<file path="src/rtl/uart_int_pkg.sv">
package uart_int_pkg;

  typedef enum logic [3:0] {
    ID_MODEM   = 4'h0,
    ID_NONE    = 4'h1,
    ID_TXEMPTY = 4'h2,
    ID_RXDATA  = 4'h4,
    ID_LINE    = 4'h6,
    ID_TIMEOUT = 4'hC
  } id_code_t;

  localparam int EN_RXDATA = 0;
  localparam int EN_TXEMPTY = 1;
  localparam int EN_LINE = 2;
  localparam int EN_MODEM = 3;
  localparam int EN_W = 4;

endpackage

</file>
<file path="src/rtl/uart_int_enable.sv">
module uart_int_enable
  import uart_int_pkg::*;
(
  input  logic            clk,
  input  logic            rst_n,
  input  logic            wr_enable,
  input  logic            wr_data,
  input  logic            rd_ident,
  input  logic            id_is_tx,
  input  logic [EN_W-1:0] wdata,
  input  logic            thr_empty,
  input  logic            tx_drained,
  output logic [EN_W-1:0] en_q,
  output logic            pend_q
);

  logic [EN_W-1:0] en_d;
  logic            pend_d;
  logic            tx_bit_flip;

  assign tx_bit_flip = wr_enable & (wdata[EN_TXEMPTY] ^ en_q[EN_TXEMPTY]);

  always_comb begin
    en_d = en_q;
    if (wr_enable) en_d = wdata;
  end

  // Arbitration: enable toggle, then data write, then drain, then id read.
  always_comb begin
    pend_d = pend_q;
    if (tx_bit_flip)
      pend_d = wdata[EN_TXEMPTY] & thr_empty;
    else if (wr_data)
      pend_d = 1'b0;
    else if (tx_drained)
      pend_d = 1'b1;
    else if (rd_ident && id_is_tx)
      pend_d = 1'b0;
  end

  always_ff @(posedge clk or negedge rst_n) begin
    if (!rst_n) begin
      en_q   <= '0;
      pend_q <= 1'b0;
    end else begin
      en_q   <= en_d;
      pend_q <= pend_d;
    end
  end

endmodule

</file>
<file path="src/rtl/uart_int_sticky.sv">
module uart_int_sticky #(
  parameter int NUM = 2
) (
  input  logic           clk,
  input  logic           rst_n,
  input  logic [NUM-1:0] set_evt,
  input  logic           clr,
  output logic [NUM-1:0] flag_q
);

  for (genvar i = 0; i < NUM; i++) begin : g_flag
    logic flag_d;
    logic flag_ce;

    assign flag_ce = set_evt[i] | clr;

    always_comb begin
      flag_d = flag_q[i];
      if (set_evt[i])
        flag_d = 1'b1;
      else if (clr)
        flag_d = 1'b0;
    end

    always_ff @(posedge clk or negedge rst_n) begin
      if (!rst_n)
        flag_q[i] <= 1'b0;
      else if (flag_ce)
        flag_q[i] <= flag_d;
    end
  end

endmodule

</file>
<file path="src/rtl/uart_int_prio.sv">
module uart_int_prio
  import uart_int_pkg::*;
#(
  parameter int CNT_W = 5
) (
  input  logic [EN_W-1:0]  en,
  input  logic             line_any,
  input  logic             rx_timeout,
  input  logic             rx_ready,
  input  logic             fifo_on,
  input  logic [CNT_W-1:0] rx_level,
  input  logic [CNT_W-1:0] rx_trigger,
  input  logic             tx_pend,
  input  logic [3:0]       modem_delta,
  output id_code_t         code
);

  logic level_met;
  assign level_met = !fifo_on || (rx_level >= rx_trigger);

  always_comb begin
    code = ID_NONE;
    if (en[EN_LINE] && line_any)
      code = ID_LINE;
    else if (en[EN_RXDATA] && rx_timeout)
      code = ID_TIMEOUT;
    else if (en[EN_RXDATA] && rx_ready && level_met)
      code = ID_RXDATA;
    else if (en[EN_TXEMPTY] && tx_pend)
      code = ID_TXEMPTY;
    else if (en[EN_MODEM] && (|modem_delta))
      code = ID_MODEM;
  end

endmodule

</file>
<file path="src/rtl/uart_int_ident.sv">
module uart_int_ident
  import uart_int_pkg::*;
#(
  parameter int CNT_W   = 5,
  parameter int ADDR_W  = 3,
  parameter int DATA_W  = 8,
  parameter int A_DATA  = 0,
  parameter int A_ENA   = 1,
  parameter int A_IDENT = 2,
  parameter int A_LSTAT = 5
) (
  input  logic              clk,
  input  logic              rst_n,
  input  logic              bus_wr,
  input  logic              bus_rd,
  input  logic [ADDR_W-1:0] bus_addr,
  input  logic [DATA_W-1:0] bus_wdata,
  input  logic              div_sel,
  input  logic              fifo_on,
  input  logic              rx_ready,
  input  logic [CNT_W-1:0]  rx_level,
  input  logic [CNT_W-1:0]  rx_trigger,
  input  logic              rx_timeout,
  input  logic              par_err,
  input  logic              frm_err,
  input  logic              ovr_evt,
  input  logic              brk_evt,
  input  logic              thr_empty,
  input  logic              tx_drained,
  input  logic [3:0]        modem_delta,
  output logic [EN_W-1:0]   enable_q,
  output logic              ovr_flag,
  output logic              brk_flag,
  output logic [7:0]        int_id,
  output logic              int_req
);

  localparam int NUM_STICKY = 2;

  logic wr_data, wr_enable, rd_ident, rd_lstat;
  logic pend_q;
  logic [NUM_STICKY-1:0] sticky_q;
  logic line_any;
  logic id_is_tx;
  id_code_t code;
  logic [7:0] id_d;
  logic req_d;

  assign wr_data   = bus_wr & (bus_addr == ADDR_W'(A_DATA)) & ~div_sel;
  assign wr_enable = bus_wr & (bus_addr == ADDR_W'(A_ENA)) & ~div_sel;
  assign rd_ident  = bus_rd & (bus_addr == ADDR_W'(A_IDENT));
  assign rd_lstat  = bus_rd & (bus_addr == ADDR_W'(A_LSTAT));
  assign id_is_tx  = (int_id[3:0] == ID_TXEMPTY);

  uart_int_enable u_enable (
    .clk        (clk),
    .rst_n      (rst_n),
    .wr_enable  (wr_enable),
    .wr_data    (wr_data),
    .rd_ident   (rd_ident),
    .id_is_tx   (id_is_tx),
    .wdata      (bus_wdata[EN_W-1:0]),
    .thr_empty  (thr_empty),
    .tx_drained (tx_drained),
    .en_q       (enable_q),
    .pend_q     (pend_q)
  );

  uart_int_sticky #(.NUM(NUM_STICKY)) u_sticky (
    .clk     (clk),
    .rst_n   (rst_n),
    .set_evt ({brk_evt, ovr_evt}),
    .clr     (rd_lstat),
    .flag_q  (sticky_q)
  );

  assign ovr_flag = sticky_q[0];
  assign brk_flag = sticky_q[1];
  assign line_any = ovr_flag | brk_flag | par_err | frm_err;

  uart_int_prio #(.CNT_W(CNT_W)) u_prio (
    .en          (enable_q),
    .line_any    (line_any),
    .rx_timeout  (rx_timeout),
    .rx_ready    (rx_ready),
    .fifo_on     (fifo_on),
    .rx_level    (rx_level),
    .rx_trigger  (rx_trigger),
    .tx_pend     (pend_q),
    .modem_delta (modem_delta),
    .code        (code)
  );

  assign id_d  = {{2{fifo_on}}, 2'b00, code};
  assign req_d = (code != ID_NONE);

  always_ff @(posedge clk or negedge rst_n) begin
    if (!rst_n) begin
      int_id  <= {4'h0, ID_NONE};
      int_req <= 1'b0;
    end else begin
      int_id  <= id_d;
      int_req <= req_d;
    end
  end

endmodule

</file>
<file path="config.mk">
export PLATFORM = sky130hd
export DESIGN_NAME = uart_int_ident
export DESIGN_NICKNAME = d
export VERILOG_FILES = /design/src/rtl/uart_int_pkg.sv /design/src/rtl/uart_int_enable.sv /design/src/rtl/uart_int_sticky.sv /design/src/rtl/uart_int_prio.sv /design/src/rtl/uart_int_ident.sv
export SDC_FILE = /design/constraint.sdc
export NUM_CORES = 1
export LEC_CHECK = 0
export CAP_MARGIN = 20
export CORE_MARGIN = 5
export CORE_UTILIZATION = 36
export CTS_CLUSTER_SIZE = 8
export DETAILED_ROUTE_END_ITERATION = 16
export GPL_ROUTABILITY_DRIVEN = 0
export MAX_ROUTING_LAYER = met4
export PLACE_DENSITY = 0.94
export SLEW_MARGIN = 20
export SYNTH_ARGS = -nofsm -noshare
export SYNTH_HDL_FRONTEND = slang
export SYNTH_SLANG_ARGS = --single-unit
</file>
<file path="constraint.sdc">
create_clock -name clk -period 1.75 [get_ports clk]
set_input_delay 0.35 -clock clk [delete_from_list [all_inputs] [get_ports clk]]
set_output_delay 0.35 -clock clk [all_outputs]
set_load 0.01 [all_outputs]
</file>
Word level (Yosys, flattened, before mapping)

Index checks and enable logic that the tools add are counted.

Input bits: 39
Bits in registers: 13
Word-level logic and storage cells: 55
Output and inout port bits: 15

Reductions and logical operators: 16
Eq/ne operators: 5
Mux-type cells: 12
Bitwise gates (word level): 15
$lt $le $gt $ge: 1

Operator list:

| operator             | number |
|---|---|
| $mux W4              | 4 |
| $and A1 B1 Y1        | 8 |
| $mux W1              | 8 |
| $logic_and A1 B1 Y1  | 7 |
| $ge A5 B5 Y1         | 1 |
| $or A1 B1 Y1         | 5 |
| $eq A4 B2 Y1 const B | 1 |
| $ne A4 B1 Y1 const B | 1 |
| $reduce_and A2 Y1    | 2 |
| $reduce_bool A2 Y1   | 2 |
| $reduce_bool A4 Y1   | 1 |
| $reduce_or A4 Y1     | 1 |
| $eq A3 B1 Y1 const B | 1 |
| $eq A3 B2 Y1 const B | 1 |
| $eq A3 B3 Y1 const B | 1 |
| $logic_not A3 Y1     | 1 |
| $logic_not A1 Y1     | 1 |
| $logic_or A1 B1 Y1   | 1 |
| $not A1 Y1           | 1 |
| $xor A1 B1 Y1        | 1 |

Longest topological paths before layout

Gate-level depths: netlist of run 1.

Depth after elaboration: 8
Depth in mapped cells: 6
Depth with buffers taken out: 6

By module

Synthesis of run 1 repeated with hierarchy kept, for this count alone.

Cells, all modules: 67
Area total of the unflattened synthesis: 740.7 µm²

By module, submodules not included:

| module          | sequential area each (µm²) | cells each | times used | area each (µm²) |
|---|---|---|---|---|
| uart_int_ident  | 151.4                      | 18         | 1          | 252.7 |
| uart_int_enable | 125.1                      | 17         | 1          | 236.5 |
| uart_int_prio   | 0.0                        | 27         | 1          | 182.7 |
| uart_int_sticky | 50.0                       | 5          | 1          | 68.8 |

Least setup slack after synthesis of run 1

OpenSTA, ideal clock, no wires.

Kind: input -> register
Start: input rx_trigger[2]
End: register int_id[0]
Path buffers: 0
Setup time: 64 ps
Path slack: 303 ps
Data required time: 1686 ps
Data arrival time: 1383 ps
Cell stages on the path: 6
Cell sequence: inv_1 > ha_1 > a21oi_1 > o21ai_0 > a311oi_2 > and4_1

Word-level cells in the longest chain between the ends: 6

Ends and longest elaborated chain:

| what                 | RTL line              | source |
|---|---|---|
| from (decl)          | uart_int_ident.sv:22  | `input logic [CNT_W-1:0] rx_trigger,` |
| $ge A5 B5 Y1         | uart_int_prio.sv:19   | `assign level_met = !fifo_on \|\| (rx_level >= rx_trigger);` |
| $logic_or A1 B1 Y1   | uart_int_prio.sv:19   |  |
| $logic_and A1 B1 Y1  | uart_int_prio.sv:27   | `else if (en[EN_RXDATA] && rx_ready && level_met)` |
| $mux W4              | uart_int_prio.sv:27   |  |
| $mux W4              | uart_int_prio.sv:25   | `else if (en[EN_RXDATA] && rx_timeout)` |
| $mux W4              | uart_int_prio.sv:23   | `if (en[EN_LINE] && line_any)` |
| named net code[0]    | uart_int_ident.sv:45  | `id_code_t code;` |
| to (signal assigned) | uart_int_ident.sv:99  | `int_id <= {4'h0, ID_NONE};` |
| to (signal assigned) | uart_int_ident.sv:102 | `int_id <= id_d;` |
| to (decl)            | uart_int_ident.sv:34  | `output logic [7:0] int_id,` |

The timed path passes the listed nets, and every way through them passes these cells.
A chain may end at the register's enable or synchronous reset.

Final worst setup path of run 1

Start: input rx_trigger[4]
End: register int_id[0]

The elaborated chain is that of the path after synthesis.

==> results of run 1 <==
-- metal layers --
metal,vias up,GRT usage
li1,344,-
met1,332,0.1370
met2,40,0.2449
met3,2,0.05568
met4,0,0.04167
met5,-,-
-- area by class of cell --
class                   count  share of cell area
repair buffers             50              0.3771
multi-input cells          46              0.3018
clock buffers               4             0.02025
inverters                   8             0.02314
flip-flops and latches     13              0.2517
well taps                  27             0.02604
-- worst paths after layout --
path	start	end	slack [ns]
min in group clk	u_sticky.flag_q[1]	u_sticky.flag_q[1]	0.53
max in group asynchronous	rst_n	int_id[0]	0.92
setup reg to reg	u_enable.en_q[0]	int_id[0]	0.47
hold / removal	rst_n	u_enable.en_q[0]	0.45
setup / recovery	rx_trigger[4]	int_id[0]	0.06
hold reg to reg	u_sticky.flag_q[1]	u_sticky.flag_q[1]	0.53
-- power groups by stage --
stage | Combinational (mW) | Sequential [mW] | Clock [mW]
after floorplan | 0.129 | 0.430 | 0
after global placement | 0.371 | 0.407 | 0
after detailed placement | 0.380 | 0.410 | 0
after CTS | 0.384 | 0.405 | 0.180
after global routing | 0.420 | 0.412 | 0.201
final | 0.388 | 0.405 | 0.175
-- through the flow --
step	cell area [µm²]	hold WS, ns	total power, mW	std cells	utilization
after global routing	1297	0.4903	1.033	148	0.6547
final	1297	0.4488	0.9685	148	0.6547
after floorplan	758.2	0.05441	0.5590	70	-
after detailed placement	1255	0.5119	0.7897	143	0.6332
after CTS	1290	0.4571	0.9691	147	0.6509
after global placement	1255	0.5044	0.7778	143	0.6332
-- Yosys cell counts, drive strengths merged (2+ instances only) --
master / instances
dfrtp: 12
inv: 8
nand2: 7
ha: 5
mux2: 4
buf: 3
nor2: 3
a21o: 2
a21oi: 2
and2: 2
nand4: 2
nor2b: 2
o21ai: 2
o41ai: 2
-- state kept, by name, summed over array words and instances, names as in the netlist --
signal / cells
int_id: 5
u_enable.en_q: 4
u_sticky.flag_q: 2
int_req: 1
u_enable.pend_q: 1
-- repair_timing --
action / CTS / global route
pin swaps: 5 / 1
buffers inserted: 0 / 1
endpoints found under the setup margin: 2 / 3
cloned: 0 / 0
hold buffers: 0 / 0
resized for setup: 6 / 0
-- cells by family (layout without fill, tap and decap cells) --
group,Yosys count,in the layout,synth area share
xor+xnor,1,1,0.01161
buf+inv,11,62,0.06965
other cells,1,2,0.004970
mux,4,4,0.07961
flops,13,13,0.4328
fa+ha+maj,5,5,0.08292
simple gates,22,22,0.1891
compound gates,12,12,0.1294
==> results by group, run 1 <==
Logic synthesis
  – Synth warn: 0
  – Synth area leader: dfrtp_1
  – Post-synth EDFFs: 0
  – Post-Syn Instances: 69
  – Register area share after synthesis: 0.4328
  – Ys async rst share: 1.000
  – Yosys reg bits: 13
  – Synth Flop Type: dfrtp_1
  – Synthesized cell area: 754.5 µm²
  – Distinct cells, synth: 29
  – Share of Yosys cell area claimed by the top area cell type: 0.3980
  – Average cell area after synthesis: 10.93 µm²
  – Top cells by area, synth: dfrtp_1 (40%), ha_1 (8.3%), mux2_4 (8.0%)

Route
  – Routed vias: 718
  – Via density: 4.851
  – WL met3: 191 µm
  – DR top layer: met4
  – Post-route DRC: 0
  – Total Routed Length: 1976 µm
  – Post-DRT Antenna Nets: 0
  – Met2 wire len: 977 µm
  – DR WL/cell: 13.35 µm
  – DRT Pass-1 Iters: 4
  – Initial DRC count: 11
  – Met1 WL: 793 µm

Clock tree
  – Clock transition at path regs: 0.08 ns
  – CTS sink count: 13
  – Worst-Skew Late Latency: 0.26 ns
  – Max clock buf depth: 2
  – H-tree Lvls: 1
  – CTS tree: done
  – Root Buffer: clkbuf_4
  – CTS Buf Count: 3

Global routing
  – Grt ovf: 0
  – Largest net degree at the start of global routing: 14
  – Initial antenna violation count: 0
  – Global-route wire length before repair: 3387 µm
  – Vias in the first global route: 769
  – GRT Overall Usage: 0.1377

Place
  – Worst slack, placed: -0.3012 ns
  – Port Buffer Count: 47
  – Half-perimeter wire length after placement: 1624 µm

Power
  – Switching Share: 0.2770
  – Clock power frac: 0.181
  – Leakage: 0.5742 nW
  – Maximum VDD drop: 0.3556 mV
  – Power Dens Cells: 746.4 nW/µm²
  – Combinational Power Share: 0.401
  – Internal Power: 700.2 µW
  – Sw Pwr: 268.3 µW
  – Register share of total power: 0.418

Critical path
  – Setup crit end kind: register
  – Crit-path leading delay family: buffers and inverters
  – Worst Path Max Fanout: 4
  – R2R depth: 4
  – Crit path cell chain: clkdlybuf4s50_1 > inv_1 > ha_1 > and3_1 > a311oi_2 > buf_4 > and4_1
  – Worst EP required: 1.95 ns
  – CP startpoint kind: input port
  – Worst path depth: 7
  – Crit path largest cell delay: 0.46 ns
  – CP Buf/Inv Count: 3
  – CP max-delay cell: clkdlybuf4s50_1
  – Critical path class: in -> reg
  – Arr. time, crit path: 1.89 ns

Floorplanning
  – Chip width: 55.78 µm
  – Starting Density: 0.3807
  – Die height: 55.78 µm
  – Rows: 16
  – Die area: 3111 µm²
  – Core area: 1982 µm²
  – Boundary Pins: 54

Cells and area
  – Storage element area: 326.6 µm²
  – Commonest cells after routing, fill and taps aside: clkdlybuf4s50_1 (44), dfrtp_1 (12), inv_1 (7)
  – Fill cells: 154
  – Ant diodes: 0
  – Area delta synth->final: 71.97%
  – Share of layout cells above drive strength 1: 0.1488
  – Area of the multi-input gates: 391.6 µm²
  – Most common cell after layout, fill and taps aside: clkdlybuf4s50_1
  – Nets: 166

Timing
  – Final hold vios: 0
  – Fin crit period: 1.693 ns
  – Final slew viol count: 0
  – Worst slew pin tran: 0.5745 ns
  – Final worst path period share: 0.9676
  – Setup ws final: 0.05675 ns
  – Max Clk Rate: 0.5906 GHz
  – Max-slew headroom: 0.6158
  – Clk_skew: 0.003761 ns
  – Total negative slack: 0 ns
  – # setup viols final: 0

Run status
  – Status: finished clean

Hold path
  – HP Class: in -> async

Flow run
  – Max_cap viols: 0
Note: power is estimated with default switching activity, not from simulation.
==> run 2: changes to the inputs <==
--- a/config.mk
+++ b/config.mk
@@ -6,12 +6,11 @@
 export NUM_CORES = 1
 export LEC_CHECK = 0
 export CAP_MARGIN = 20
-export CORE_MARGIN = 5
 export CORE_UTILIZATION = 36
 export CTS_CLUSTER_SIZE = 8
 export DETAILED_ROUTE_END_ITERATION = 16
 export GPL_ROUTABILITY_DRIVEN = 0
-export MAX_ROUTING_LAYER = met4
+export HOLD_SLACK_MARGIN = 0.03
 export PLACE_DENSITY = 0.94
 export SLEW_MARGIN = 20
 export SYNTH_ARGS = -nofsm -noshare
==> results by group, run 2 (synthesis results as in run 1) <==
Route
  – Initial DRC count: 11
  – Met1 WL: 757 µm
  – Post-DRT Antenna Nets: 0
  – Post-route DRC: 0
  – WL met3: 89 µm
  – Total Routed Length: 1997 µm
  – DR top layer: met3
  – DR WL/cell: 13.49 µm
  – Routed vias: 735
  – Via density: 4.966
  – Met2 wire len: 1150 µm
  – DRT Pass-1 Iters: 4

Clock tree
  – Worst-Skew Late Latency: 0.27 ns
  – Root Buffer: clkbuf_4
  – CTS Buf Count: 3
  – Setup Buffers After CTS: 0
  – CTS tree: done
  – Clock transition at path regs: 0.08 ns
  – CTS resizes: 0
  – H-tree Lvls: 1
  – CTS sink count: 13
  – Max clock buf depth: 2
  – Hold-fix buffers, CTS: 0

Global routing
  – Global-route wire length before repair: 2801 µm
  – GRT Overall Usage: 0.1768
  – Grt ovf: 0
  – Largest net degree at the start of global routing: 14
  – Vias in the first global route: 716
  – Initial antenna violation count: 0

Timing
  – Final hold vios: 0
  – Fin crit period: 1.690 ns
  – Setup ws final: 0.06006 ns
  – Final worst path period share: 0.9657
  – Clk_skew: 0.001470 ns
  – Final slew viol count: 0
  – # setup viols final: 0
  – Worst slew pin tran: 0.5854 ns
  – Unrepaired setup endpoints after global routing: no
  – Max Clk Rate: 0.5917 GHz
  – Max-slew headroom: 0.6085

Floorplanning
  – Core area: 1962 µm²
  – Die height: 47.78 µm
  – Die area: 2283 µm²
  – Starting Density: 0.3846
  – Boundary Pins: 54
  – Chip width: 47.78 µm
  – Rows: 16

Critical path
  – Setup crit end kind: output pin
  – Crit path cell chain: clkdlybuf4s50_1
  – Crit-path leading delay family: flip-flops
  – Arr. time, crit path: 1.34 ns
  – Worst Path Max Fanout: 2
  – CP max-delay cell: dfstp_2
  – Crit path largest cell delay: 0.54 ns
  – Critical path class: reg -> out
  – Worst EP required: 1.40 ns
  – CP startpoint kind: register
  – CP Buf/Inv Count: 1

Power
  – Leakage: 0.6006 nW
  – Power Dens Cells: 736.8 nW/µm²
  – Maximum VDD drop: 0.4179 mV

Place
  – Half-perimeter wire length after placement: 1603 µm
  – DP Area: 1262 µm²
  – Placed Cells incl. Taps: 144
  – Worst slack, placed: -0.2616 ns
  – Port Buffer Count: 47

Cells and area
  – Fin cells: 148
  – Reg with most FFs: int_id
  – Fill cells: 164
  – Flip-flop count of the largest register after layout: 5
  – Area delta synth->final: 78.44%
  – Ant diodes: 0
  – Design area: 1346 µm²
  – Share of layout cells above drive strength 1: 0.1901
  – Most common cell after layout, fill and taps aside: clkdlybuf4s50_1
  – Nets: 166
  – Commonest cells after routing, fill and taps aside: clkdlybuf4s50_1 (44), dfrtp_1 (11), inv_1 (7)
  – Biggest regs: int_id x5, u_enable.en_q x4, u_sticky.flag_q x2

Flow run
  – Max_cap viols: 0

Run status
  – Status: finished clean

Hold path
  – HP Class: in -> async
run 2: changes by cell type in the layout (fill, tap and decap cells not counted), sizes merged:
cell,delta
dlymetal6s2s,+3
clkinv,+1
dlygate4sd2,-3
clkbuf,-1
run 2: power by group:
group	total (mW)	internal, mW	switching [mW]
logic	0.398	0.258	0.140
clock network	0.181	0.0846	0.0964
registers	0.413	0.361	0.0526
total	0.992	0.703	0.289
run 2: worst paths after layout:
path	start	endpoint	slack [ns]	cells past startpoint
max in group asynchronous	rst_n	u_enable.en_q[1]	0.89	1
worst max register to register	u_enable.en_q[0]	int_id[0]	0.52	4
worst min-delay path	rst_n	int_id[1]	0.45	1
worst max-delay path	int_id[0]	int_id[0]	0.06	1
worst min register to register	u_sticky.flag_q[0]	u_sticky.flag_q[0]	0.53	1
min in group clk	u_sticky.flag_q[0]	u_sticky.flag_q[0]	0.53	1
run 2: layout make-up:
cell class / instances / area, µm² / area share
well taps: 27 / 33.78 / 0.02509
flip-flops and latches: 13 / 327.8 / 0.2435
repair buffers: 50 / 500.5 / 0.3717
clock inverters: 1 / 5.005 / 0.003717
clock buffers: 3 / 22.52 / 0.01673
multi-input cells: 46 / 426.7 / 0.3169
inverters: 8 / 30.03 / 0.02230
run 2: worst reg2reg max path, stage by stage (launching register included):
cell and delay, ns:
dfrtp_1 0.45, nand2_1 0.12, a31oi_2 0.05, a311oi_4 0.31, and4_1 0.23
run 2: metal layers:
layer | global-route usage | up-vias
met5 | 0 | -
met4 | 0.06667 | 0
met3 | 0.01132 | 0
met2 | 0.3622 | 35
met1 | 0.1820 | 355
li1 | - | 345
run 2: metrics by stage:
step / TNS [ns] / utilization / total power, mW / hold slack [ns]
floorplan: 0 / - / 0.5590 / 0.05441
global placement: -0.7921 / 0.6435 / 0.7772 / 0.5089
detailed placement: -0.9698 / 0.6435 / 0.7952 / 0.5182
CTS: 0 / 0.6575 / 0.9817 / 0.4442
global route: 0 / 0.6862 / 1.058 / 0.4735
finish: 0 / 0.6862 / 0.9920 / 0.4471
